File: src/rtl/pvp_pkg.sv
package pvp_pkg;

  typedef enum logic [3:0] {
    ST_IDLE,
    ST_VPP_UP,
    ST_ADDR_SET,
    ST_PRE_READ,
    ST_DATA_SET,
    ST_PULSE,
    ST_DATA_HOLD,
    ST_VFY_GAP,
    ST_VERIFY,
    ST_NEXT,
    ST_CHK_ADDR,
    ST_CHK_READ
  } pvp_state_e;

  typedef enum logic [1:0] {
    CAUSE_NONE     = 2'd0,
    CAUSE_BLANK    = 2'd1,
    CAUSE_RETRY    = 2'd2,
    CAUSE_READBACK = 2'd3
  } pvp_cause_e;

endpackage

File: src/rtl/pvp_timer.sv
module pvp_timer #(
  parameter int CNT_W = 8
) (
  input  logic             clk,
  input  logic             rst_n,
  input  logic             load,
  input  logic [CNT_W-1:0] load_val,
  output logic             zero
);

  logic [CNT_W-1:0] cnt_q, cnt_d;

  always_comb begin
    cnt_d = cnt_q;
    if (load)              cnt_d = load_val;
    else if (cnt_q != '0)  cnt_d = cnt_q - 1'b1;
  end

  always_ff @(posedge clk or negedge rst_n) begin
    if (!rst_n) cnt_q <= '0;
    else        cnt_q <= cnt_d;
  end

  assign zero = (cnt_q == '0);

  AST_TIMER_LOAD_TAKEN: assert property (@(posedge clk) disable iff (!rst_n)
    load |=> (cnt_q == $past(load_val)));

endmodule

File: src/rtl/pvp_pulse_ctr.sv
module pvp_pulse_ctr #(
  parameter int MAX_PULSES = 25,
  parameter int PC_W       = $clog2(MAX_PULSES + 1)
) (
  input  logic            clk,
  input  logic            rst_n,
  input  logic            clr,
  input  logic            inc,
  output logic [PC_W-1:0] count,
  output logic            at_max
);

  logic [PC_W-1:0] cnt_q, cnt_d;

  always_comb begin
    cnt_d = cnt_q;
    if (clr)                 cnt_d = '0;
    else if (inc && !at_max) cnt_d = cnt_q + 1'b1;
  end

  always_ff @(posedge clk or negedge rst_n) begin
    if (!rst_n) cnt_q <= '0;
    else        cnt_q <= cnt_d;
  end

  assign count  = cnt_q;
  assign at_max = (cnt_q == PC_W'(MAX_PULSES));

  AST_NO_OVERFLOW: assert property (@(posedge clk) disable iff (!rst_n)
    inc |-> !at_max);

endmodule

File: src/rtl/pvp_sequencer.sv
module pvp_sequencer
  import pvp_pkg::*;
#(
  parameter int ADDR_W     = 8,
  parameter int DATA_W     = 16,
  parameter int CLK_PER_US = 200,
  parameter int SETUP_US   = 2,
  parameter int PULSE_US   = 50,
  parameter int HOLD_US    = 2,
  parameter int MAX_PULSES = 25,
  parameter int PC_W       = $clog2(MAX_PULSES + 1)
) (
  input  logic              clk,
  input  logic              rst_n,
  input  logic              start,
  input  logic [ADDR_W-1:0] first_addr,
  input  logic [ADDR_W-1:0] last_addr,
  output logic [ADDR_W-1:0] src_addr,
  input  logic [DATA_W-1:0] src_data,
  output logic [ADDR_W-1:0] mem_addr,
  output logic [DATA_W-1:0] mem_wdata,
  output logic              mem_data_oe,
  input  logic [DATA_W-1:0] mem_rdata,
  output logic              mem_ce_n,
  output logic              mem_oe_n,
  output logic              mem_vpp_en,
  output logic              busy,
  output logic              done,
  output logic              fail,
  output logic [1:0]        fail_cause,
  output logic [ADDR_W-1:0] fail_addr,
  output logic [PC_W-1:0]   pulses_used
);

  localparam int T_SU  = (SETUP_US * CLK_PER_US < 1) ? 1 : SETUP_US * CLK_PER_US;
  localparam int T_PW  = (PULSE_US * CLK_PER_US < 1) ? 1 : PULSE_US * CLK_PER_US;
  localparam int T_HD  = (HOLD_US  * CLK_PER_US < 1) ? 1 : HOLD_US  * CLK_PER_US;
  localparam int T_MAX = (T_PW > T_SU) ? ((T_PW > T_HD) ? T_PW : T_HD)
                                       : ((T_SU > T_HD) ? T_SU : T_HD);
  localparam int CNT_W = $clog2(T_MAX + 1);

  // reset: asynchronous assert, synchronous release
  logic rst_meta_q, rst_n_s;
  always_ff @(posedge clk or negedge rst_n) begin
    if (!rst_n) begin
      rst_meta_q <= 1'b0;
      rst_n_s    <= 1'b0;
    end else begin
      rst_meta_q <= 1'b1;
      rst_n_s    <= rst_meta_q;
    end
  end

  pvp_state_e        state_q, state_d;
  logic [ADDR_W-1:0] addr_q, addr_d;
  logic [DATA_W-1:0] tgt_q, tgt_d;
  logic              done_q, done_d, fail_q, fail_d;
  pvp_cause_e        cause_q, cause_d;
  logic [ADDR_W-1:0] faddr_q, faddr_d;
  logic              tmr_load, tmr_zero;
  logic [CNT_W-1:0]  tmr_val;
  logic              ctr_clr, ctr_inc, ctr_at_max;
  logic [PC_W-1:0]   ctr_count;

  function automatic logic [CNT_W-1:0] dwell(input pvp_state_e s);
    case (s)
      ST_PULSE:     dwell = CNT_W'(T_PW - 1);
      ST_DATA_HOLD: dwell = CNT_W'(T_HD - 1);
      ST_NEXT,
      ST_IDLE:      dwell = '0;
      default:      dwell = CNT_W'(T_SU - 1);
    endcase
  endfunction

  pvp_timer #(.CNT_W(CNT_W)) u_timer (
    .clk(clk), .rst_n(rst_n_s), .load(tmr_load), .load_val(tmr_val), .zero(tmr_zero)
  );

  pvp_pulse_ctr #(.MAX_PULSES(MAX_PULSES), .PC_W(PC_W)) u_pulse_ctr (
    .clk(clk), .rst_n(rst_n_s), .clr(ctr_clr), .inc(ctr_inc),
    .count(ctr_count), .at_max(ctr_at_max)
  );

  always_comb begin
    state_d = state_q;
    addr_d  = addr_q;
    tgt_d   = tgt_q;
    done_d  = done_q;
    fail_d  = fail_q;
    cause_d = cause_q;
    faddr_d = faddr_q;
    ctr_clr = 1'b0;
    ctr_inc = 1'b0;
    case (state_q)
      ST_IDLE: if (start) begin
        state_d = ST_VPP_UP;
        done_d  = 1'b0;
        fail_d  = 1'b0;
        cause_d = CAUSE_NONE;
        ctr_clr = 1'b1;
      end
      ST_VPP_UP: if (tmr_zero) begin
        state_d = ST_ADDR_SET;
        addr_d  = first_addr;
      end
      ST_ADDR_SET: if (tmr_zero) begin
        state_d = ST_PRE_READ;
        tgt_d   = src_data;
      end
      ST_PRE_READ: if (tmr_zero) begin
        if ((~mem_rdata & tgt_q) != '0) begin
          state_d = ST_IDLE;
          fail_d  = 1'b1;
          cause_d = CAUSE_BLANK;
          faddr_d = addr_q;
        end else if (mem_rdata == tgt_q) state_d = ST_NEXT;
        else                             state_d = ST_DATA_SET;
      end
      ST_DATA_SET:  if (tmr_zero) state_d = ST_PULSE;
      ST_PULSE: if (tmr_zero) begin
        state_d = ST_DATA_HOLD;
        ctr_inc = 1'b1;
      end
      ST_DATA_HOLD: if (tmr_zero) state_d = ST_VFY_GAP;
      ST_VFY_GAP:   if (tmr_zero) state_d = ST_VERIFY;
      ST_VERIFY: if (tmr_zero) begin
        if (mem_rdata == tgt_q) state_d = ST_NEXT;
        else if (ctr_at_max) begin
          state_d = ST_IDLE;
          fail_d  = 1'b1;
          cause_d = CAUSE_RETRY;
          faddr_d = addr_q;
        end else state_d = ST_DATA_SET;
      end
      ST_NEXT: begin
        if (addr_q == last_addr) begin
          state_d = ST_CHK_ADDR;
          addr_d  = first_addr;
        end else begin
          state_d = ST_ADDR_SET;
          addr_d  = addr_q + 1'b1;
          ctr_clr = 1'b1;
        end
      end
      ST_CHK_ADDR: if (tmr_zero) state_d = ST_CHK_READ;
      ST_CHK_READ: if (tmr_zero) begin
        if (mem_rdata != src_data) begin
          state_d = ST_IDLE;
          fail_d  = 1'b1;
          cause_d = CAUSE_READBACK;
          faddr_d = addr_q;
        end else if (addr_q == last_addr) begin
          state_d = ST_IDLE;
          done_d  = 1'b1;
        end else begin
          state_d = ST_CHK_ADDR;
          addr_d  = addr_q + 1'b1;
        end
      end
      default: state_d = ST_IDLE;
    endcase
  end

  assign tmr_load = (state_d != state_q);
  assign tmr_val  = dwell(state_d);

  always_ff @(posedge clk or negedge rst_n_s) begin
    if (!rst_n_s) begin
      state_q <= ST_IDLE;
      addr_q  <= '0;
      tgt_q   <= '0;
      done_q  <= 1'b0;
      fail_q  <= 1'b0;
      cause_q <= CAUSE_NONE;
      faddr_q <= '0;
    end else begin
      state_q <= state_d;
      addr_q  <= addr_d;
      tgt_q   <= tgt_d;
      done_q  <= done_d;
      fail_q  <= fail_d;
      cause_q <= cause_d;
      faddr_q <= faddr_d;
    end
  end

  assign src_addr    = addr_q;
  assign mem_addr    = addr_q;
  assign mem_wdata   = tgt_q;
  assign mem_vpp_en  = (state_q inside {ST_VPP_UP, ST_ADDR_SET, ST_PRE_READ, ST_DATA_SET,
                                        ST_PULSE, ST_DATA_HOLD, ST_VFY_GAP, ST_VERIFY, ST_NEXT});
  assign mem_ce_n    = !(state_q inside {ST_PULSE, ST_CHK_ADDR, ST_CHK_READ});
  assign mem_oe_n    = !(state_q inside {ST_PRE_READ, ST_VERIFY, ST_CHK_READ});
  assign mem_data_oe = (state_q inside {ST_DATA_SET, ST_PULSE, ST_DATA_HOLD});
  assign busy        = (state_q != ST_IDLE);
  assign done        = done_q;
  assign fail        = fail_q;
  assign fail_cause  = cause_q;
  assign fail_addr   = faddr_q;
  assign pulses_used = ctr_count;

  AST_PULSE_DRIVES_DATA: assert property (@(posedge clk) disable iff (!rst_n_s)
    (mem_vpp_en && !mem_ce_n) |-> (mem_data_oe && mem_oe_n));
  AST_PULSE_ADDR_STABLE: assert property (@(posedge clk) disable iff (!rst_n_s)
    (mem_vpp_en && !mem_ce_n && $past(mem_vpp_en && !mem_ce_n))
      |-> ($stable(mem_addr) && $stable(mem_wdata)));
  AST_NO_PROG_AND_READ: assert property (@(posedge clk) disable iff (!rst_n_s)
    mem_vpp_en |-> (mem_ce_n || mem_oe_n));
  AST_NO_DRIVE_IN_READ: assert property (@(posedge clk) disable iff (!rst_n_s)
    !mem_oe_n |-> !mem_data_oe);
  AST_RETRY_FULL_COUNT: assert property (@(posedge clk) disable iff (!rst_n_s)
    ($rose(fail) && fail_cause == CAUSE_RETRY) |-> (pulses_used == PC_W'(MAX_PULSES)));
  AST_BLANK_NO_PULSE: assert property (@(posedge clk) disable iff (!rst_n_s)
    ($rose(fail) && fail_cause == CAUSE_BLANK) |-> (pulses_used == '0));
  AST_STATUS_EXCL: assert property (@(posedge clk) disable iff (!rst_n_s)
    !(done && fail));
  AST_BUSY_CLEARS_STATUS: assert property (@(posedge clk) disable iff (!rst_n_s)
    busy |-> (!done && !fail));

endmodule

File: config.mk
export PLATFORM = sky130hd
export DESIGN_NAME = pvp_sequencer
export DESIGN_NICKNAME = d
export VERILOG_FILES = /design/src/rtl/pvp_pkg.sv /design/src/rtl/pvp_timer.sv /design/src/rtl/pvp_pulse_ctr.sv /design/src/rtl/pvp_sequencer.sv
export SDC_FILE = /design/constraint.sdc
export NUM_CORES = 1
export LEC_CHECK = 0
export BUFFER_PORTS_ARGS = -buffer_cell sky130_fd_sc_hd__buf_2
export CORE_MARGIN = 1.5
export CORE_UTILIZATION = 48
export DETAILED_ROUTE_END_ITERATION = 10
export PLACE_DENSITY = 0.74
export SLEW_MARGIN = 40
export SYNTH_ARGS = -nofsm -noshare
export SYNTH_HDL_FRONTEND = slang
export SYNTH_SLANG_ARGS = --single-unit
File: constraint.sdc
create_clock -name clk -period 1.8 [get_ports clk]
set_clock_uncertainty 0.1 [all_clocks]
set_input_delay 0.18 -clock clk [delete_from_list [all_inputs] [get_ports clk]]
set_output_delay 0.18 -clock clk [all_outputs]
set_load 0.05 [all_outputs]
* Word level (Yosys, flattened, before mapping)
Cells that the tools add are included.
Cells by class: bitwise gates (word level) 2, $add $sub $neg 3, multiplexer cells 65, equality and inequality tests 30, reductions and logical operators 25
Operators by type and width (count):
- 2-to-1 mux 8 bit | 12
- 2-to-1 mux 4 bit | 17
- case mux 4 bit (12 select lines) | 1
- case mux 8 bit (3 select lines) | 2
- 2-to-1 mux 14 bit | 2
- case mux 14 bit (2 select lines) | 1
- != test 2 bit, second input constant | 11
- == test 4 x 3 -> 1 bit, second input constant | 5
- == test 4 bit, second input constant | 5
- AND 16 bit | 1
- == test 16 bit | 1
- 2-to-1 mux 2 bit | 8
- != test 16 bit | 1
- NOT 16 bit | 1
- nonzero test 16 bit | 1
- 2-to-1 mux 1 bit | 15
- logical NOT 14 bit | 1
- nonzero test 14 bit | 1
- subtractor 14 x 1 -> 14 bit, second input constant | 1
- nonzero test 3 bit | 4
- 2-to-1 mux 5 bit | 2
- AND reduction 5 bit | 2
- AND reduction 9 bit | 1
- nonzero test 9 bit | 1
- other kinds (20) | 28
Word-level totals: logic and storage cells 136, bits of input ports 51, register bits 61

* Depth between registers and ports, before layout
depth after elaboration 10, gate-level depth with buffers 11, mapped depth without buffers 10

* Cells and area by module
Synthesis repeated with hierarchy kept, for this count alone.
Second synthesis, totals: cells, all modules 412, area, all modules 4006.3 sq um
By module, submodules not included:
- pvp_sequencer | instances 1, sequential area each 1051.0 sq um, area each 2900.3 sq um, cells an instance 300
- pvp_timer | instances 1, sequential area each 350.3 sq um, area each 820.8 sq um, cells an instance 84
- pvp_pulse_ctr | instances 1, sequential area each 125.1 sq um, area each 285.3 sq um, cells an instance 28

* Least setup slack after synthesis
OpenSTA, ideal clock, no wires.
path type register to register, from register tgt_q[0] (netlist: mem_wdata[0]), to register u_timer.cnt_q[10], data arrival time 3.013 ns, path buffers 1, stages on the path, launching flop included 10, path slack -1.392 ns, path through dfrtp_1 > ha_1 > or4_1 > or3_1 > a211oi_1 > nor2_2 > xnor2_1 > o31ai_4 > buf_6 > mux2i_1
On the way: longest elaborated chain between the ends 9, elaborated cells between the ends (all ways) 17
Ends and longest elaborated chain:
- from (decl) | RTL line pvp_sequencer.sv:56 | logic [DATA_W-1:0] tgt_q, tgt_d;
- from (signal assigned) | RTL line pvp_sequencer.sv:179 | tgt_q <= tgt_d;
- == test 16 bit / AND 16 bit (equally long branches) | RTL line pvp_sequencer.sv:116, pvp_sequencer.sv:127, pvp_sequencer.sv:111
- 2-to-1 mux 4 bit / nonzero test 16 bit (equally long branches) | RTL line pvp_sequencer.sv:116, pvp_sequencer.sv:111
- 2-to-1 mux 4 bit | RTL line pvp_sequencer.sv:111 | if ((~mem_rdata & tgt_q) != '0) begin
- 2-to-1 mux 4 bit | RTL line pvp_sequencer.sv:110 | ST_PRE_READ: if (tmr_zero) begin
- case mux 4 bit (12 select lines) * | RTL line pvp_sequencer.sv:94 | case (state_q)
- == test 4 bit / logical NOT 4 bit (equally long branches) | RTL line pvp_sequencer.sv:66 | case (s)
- OR reduction 2 bit | RTL line pvp_sequencer.sv:66
- case mux 14 bit (2 select lines) | RTL line pvp_sequencer.sv:66
- 2-to-1 mux 14 bit | RTL line pvp_timer.sv:15 | if (load) cnt_d = load_val;
- to (signal assigned) | RTL line pvp_timer.sv:21 | else cnt_q <= cnt_d;
- to (decl) | RTL line pvp_timer.sv:11 | logic [CNT_W-1:0] cnt_q, cnt_d;
Mark *: on every way between the ends. The rest lies on a longest branch, timed or not. A chain may end at the register's enable or synchronous reset.

* Worst setup path in the final report
from register tgt_q[9] (netlist: mem_wdata[9]), to register u_timer.cnt_q[10]
The elaborated chain is that of the path after synthesis.

==> metrics <==
result of the run=finished, violations left; violations in the final reports=negative setup slack; arrival time worst endpoint=3.18 ns; Critical Path, Cell by Cell=ha_1 -> nand4_1 -> nor4_4 -> nor2_1 -> a211oi_4 -> buf_4 -> or3_1 -> o2111ai_2 -> o31ai_4 -> buf_12 -> mux2i_1; Antenna diodes=0; half-perimeter wire length after detailed placement=8.60 mm; top library cells by usage in the layout, fill and taps aside=sky130_fd_sc_hd__buf_4, sky130_fd_sc_hd__buf_2, sky130_fd_sc_hd__dfrtp_1, sky130_fd_sc_hd__buf_6, sky130_fd_sc_hd__nand2_1; gpl congestion=0.871; Post-Route Utilization=0.853; setup slack at placement=-1.06 ns; full die area=0.00868 sq mm; count of buffer and inverter cells on the critical path=2; share of cells above drive strength 1=0.609; post-synth cell types=58; startpoint kind of the worst setup timing path=flop; number of vias after detailed routing=4700; worst setup slack after layout=-1.21 ns; first-pass GRT wire length=22.9 mm; global routing usage summed across all routing layers=0.345; maximum clock insertion buffer count=2; via count normalized by instance count=6.10; compound-cell area share of the yosys netlist=0.107; critical-path cell with the highest stage delay=sky130_fd_sc_hd__nor4_4; number of top-level pins=105; library cell used as clock root buffer=sky130_fd_sc_hd__clkbuf_8; starting density of the core=0.500; Top delay family on crit path=simple AND/OR/NAND/NOR gates; number of clock sinks seen by CTS=61; number of endpoints failing setup at the final stage=64; shortest clock period the worst path allows after layout=3.01 ns; worst stage delay on the critical path=0.46 ns; area of the placeable core=0.00781 sq mm; worst-path fanout max=14; post-route fraction of the period consumed by the critical path=1.67; largest area contributor in the netlist=sky130_fd_sc_hd__dfrtp_1; fraction of the mapped netlist area in simple logic gates=0.183; most common cell after layout, fill and taps aside=sky130_fd_sc_hd__buf_4; Setup CP Type=reg2reg; share of the synthesized area in the top cell type=0.391; row count=32; proportion of synthesized area in mux cells=0.100; Final Non-Filler Cells=770; TritonCTS clock tree=built; insertion delay of the later-clocked pin in the worst-skew pair=0.36 ns; power per unit of standard cell area=463 mW/mm^2; Cell Count Post-Placement=711; WL/cell=22.2 um; Avg Cell Area, Syn=9.64 sq um; number of cells produced by synthesis=405; number of antenna violations at the first check in global routing=0; total DRC errors in the routed layout=0; adder-cell share of the synthesized area=0.0673; Max Transition Viols Final=0; final cell area excluding filler cells=0.00666 sq mm; largest cells by area after synthesis=sky130_fd_sc_hd__dfrtp_1, sky130_fd_sc_hd__mux2_2, sky130_fd_sc_hd__ha_1; sequential area share after synthesis=0.391; Async S/R FF share, synth=1.00; highest clock frequency the design can meet=332 MHz; die boundary width=93.2 um; total congestion overflow=0; Num CTS Buffers=9; Layout Nets=735; data required time of the critical path=1.97 ns; synth warn=0; port buffer count=104; post-synthesis to final-layout area growth=70.7%; HP Class=reg2async; clock transition at the register clock pins on the worst setup and hold paths after CTS=0.08 ns; drt pass-1 iters=7; vias in the first global route=4555; maximum VDD drop=0.429 mV; Final Routed Wirelength=17.1 mm; Seq cells post-synth=61; number of levels the H-tree was split into=3; antenna-violating nets left=0; hold violation total from the final report=0; Post-Syn Nets=477; most common flop cell mapped by yosys=sky130_fd_sc_hd__dfrtp_1; Static Leakage=3.42 nW; cell area reported after detailed placement=0.00555 sq mm; # Max-Cap Violations=0; kind of end point of the critical path=flop; final sum of negative setup slack=-43.82 ns; largest family of logic cells by synthesized area=simple AND/OR/NAND/NOR gates; Die Height=93.2 um; Post-Synthesis Cell Area=0.00390 sq mm; Post-synth EDFFs=0; pin count of the biggest net entering global routing=51; drt initial violations=434; parity-gate share of the synthesized area counting xor and xnor cells=0.0898; unrepaired setup endpoints after global routing=true; fill cell count=368
cell usage after synthesis (2+ instances only):
| cell | number |
|---|---|
| sky130_fd_sc_hd__nand2b_1 | 3 |
| sky130_fd_sc_hd__nand2_1 | 34 |
| sky130_fd_sc_hd__o31ai_1 | 4 |
| sky130_fd_sc_hd__xnor2_1 | 16 |
| sky130_fd_sc_hd__nor3_1 | 6 |
| sky130_fd_sc_hd__mux2i_1 | 11 |
| sky130_fd_sc_hd__buf_6 | 2 |
| sky130_fd_sc_hd__nand3_1 | 11 |
| sky130_fd_sc_hd__nor3b_1 | 3 |
| sky130_fd_sc_hd__or2_2 | 3 |
| sky130_fd_sc_hd__clkbuf_1 | 10 |
| sky130_fd_sc_hd__a21oi_1 | 17 |
| sky130_fd_sc_hd__o211ai_1 | 2 |
| sky130_fd_sc_hd__dfrtp_1 | 61 |
| sky130_fd_sc_hd__ha_1 | 21 |
| sky130_fd_sc_hd__nand4_1 | 11 |
| sky130_fd_sc_hd__or4_1 | 2 |
| sky130_fd_sc_hd__inv_1 | 29 |
| sky130_fd_sc_hd__and2_1 | 7 |
| sky130_fd_sc_hd__a21o_1 | 4 |
| sky130_fd_sc_hd__nor2_1 | 23 |
| sky130_fd_sc_hd__or3_1 | 5 |
| sky130_fd_sc_hd__o22ai_1 | 2 |
| sky130_fd_sc_hd__and3_1 | 4 |
| sky130_fd_sc_hd__nor2b_1 | 2 |
| sky130_fd_sc_hd__nor4_1 | 10 |
| sky130_fd_sc_hd__o21bai_1 | 2 |
| sky130_fd_sc_hd__a31oi_1 | 2 |
| sky130_fd_sc_hd__nand3b_1 | 2 |
| sky130_fd_sc_hd__o21ai_0 | 14 |
| sky130_fd_sc_hd__mux2_2 | 25 |
| sky130_fd_sc_hd__xor2_1 | 24 |
| sky130_fd_sc_hd__buf_4 | 8 |
flip-flops by register name, indices dropped and copies added, names as in the netlist:
name and count:
mem_wdata 16, u_timer.cnt_q 14, fail_addr 8, mem_addr 8, u_pulse_ctr.count 5, state_q 4
fail_cause 2, done 1, fail 1, rst_meta_q 1, rst_n_s 1
worst paths after layout:
path                               startpoint                end  slack [ns]  cells after the start
min in group clk                first_addr[0]        mem_addr[0]        0.07                      3
worst max-delay path             mem_wdata[9]  u_timer.cnt_q[10]       -1.21                     11
worst max register to register   mem_wdata[9]  u_timer.cnt_q[10]       -1.21                     11
worst min-delay path                  rst_n_s       fail_addr[6]        0.03                      0
worst min register to register        rst_n_s       fail_addr[6]        0.03                      0
max in group asynchronous             rst_n_s       mem_wdata[4]        1.00                      1
layer usage:
metal / wire [um] / share of wire / global-route usage / vias to the layer above
met5: 0 / 0 / 0 / -
met4: 1210 / 0.071 / 0.158 / 0
met3: 1650 / 0.096 / 0.0846 / 131
met2: 8220 / 0.48 / 0.604 / 394
met1: 6010 / 0.35 / 0.394 / 2238
li1: - / - / - / 1937
cells by family (layout without fill, tap and decap cells):
| logic type | after synthesis | after routing |
|---|---|---|
| simple gates | 134 | 135 |
| compound gates | 61 | 61 |
| flops | 61 | 61 |
| buf+inv | 51 | 313 |
| fa+ha+maj | 21 | 21 |
| mux | 36 | 36 |
| other cells | 1 | 1 |
| xor+xnor | 40 | 40 |
worst reg2reg max path, delay by kind of cell (launching register included):
family                     cells  cell delay, ns
muxes                          1            0.21
DFF                            1            0.41
and+or+nand+nor                4            0.95
adders and majority gates      1            0.33
AOI/OAI and AO/OA              3            0.56
buffers and inverters          2            0.36
where the power goes:
part           switching [W]  internal (W)  leakage, nW
Sequential         0.0000286       0.00141        0.718
Combinational       0.000199      0.000206         2.61
Clock               0.000611      0.000631       0.0987
metrics by stage:
stage / hold slack [ns] / total power [W]
2_1_floorplan: -0.216 / 0.00160
3_3_place_gp: -0.133 / 0.00179
3_5_place_dp: -0.133 / 0.00181
4_1_cts: 0.0126 / 0.00304
5_1_grt: 0.0246 / 0.00319
6_report: 0.0254 / 0.00308
area by class of cell:
cell class,count,area [sq um],share of cell area
tap,102,128,0.0192
clock inverter,7,66.3,0.00996
clock buffer,9,124,0.0186
timing repair buffer,268,2020,0.303
inverter,29,109,0.0163
sequential,61,1560,0.234
multi-input combinational,294,2650,0.398
repair_timing:
item,in CTS,in global routing
gates cloned,2,0
buffers inserted,19,22
hold buffers,10,0
hold endpoints to repair,11,0
gates resized for setup,74,52
endpoints found under the setup margin,64,64
pin swaps,8,21
No activity file was read; power rests on OpenSTA's default activity.
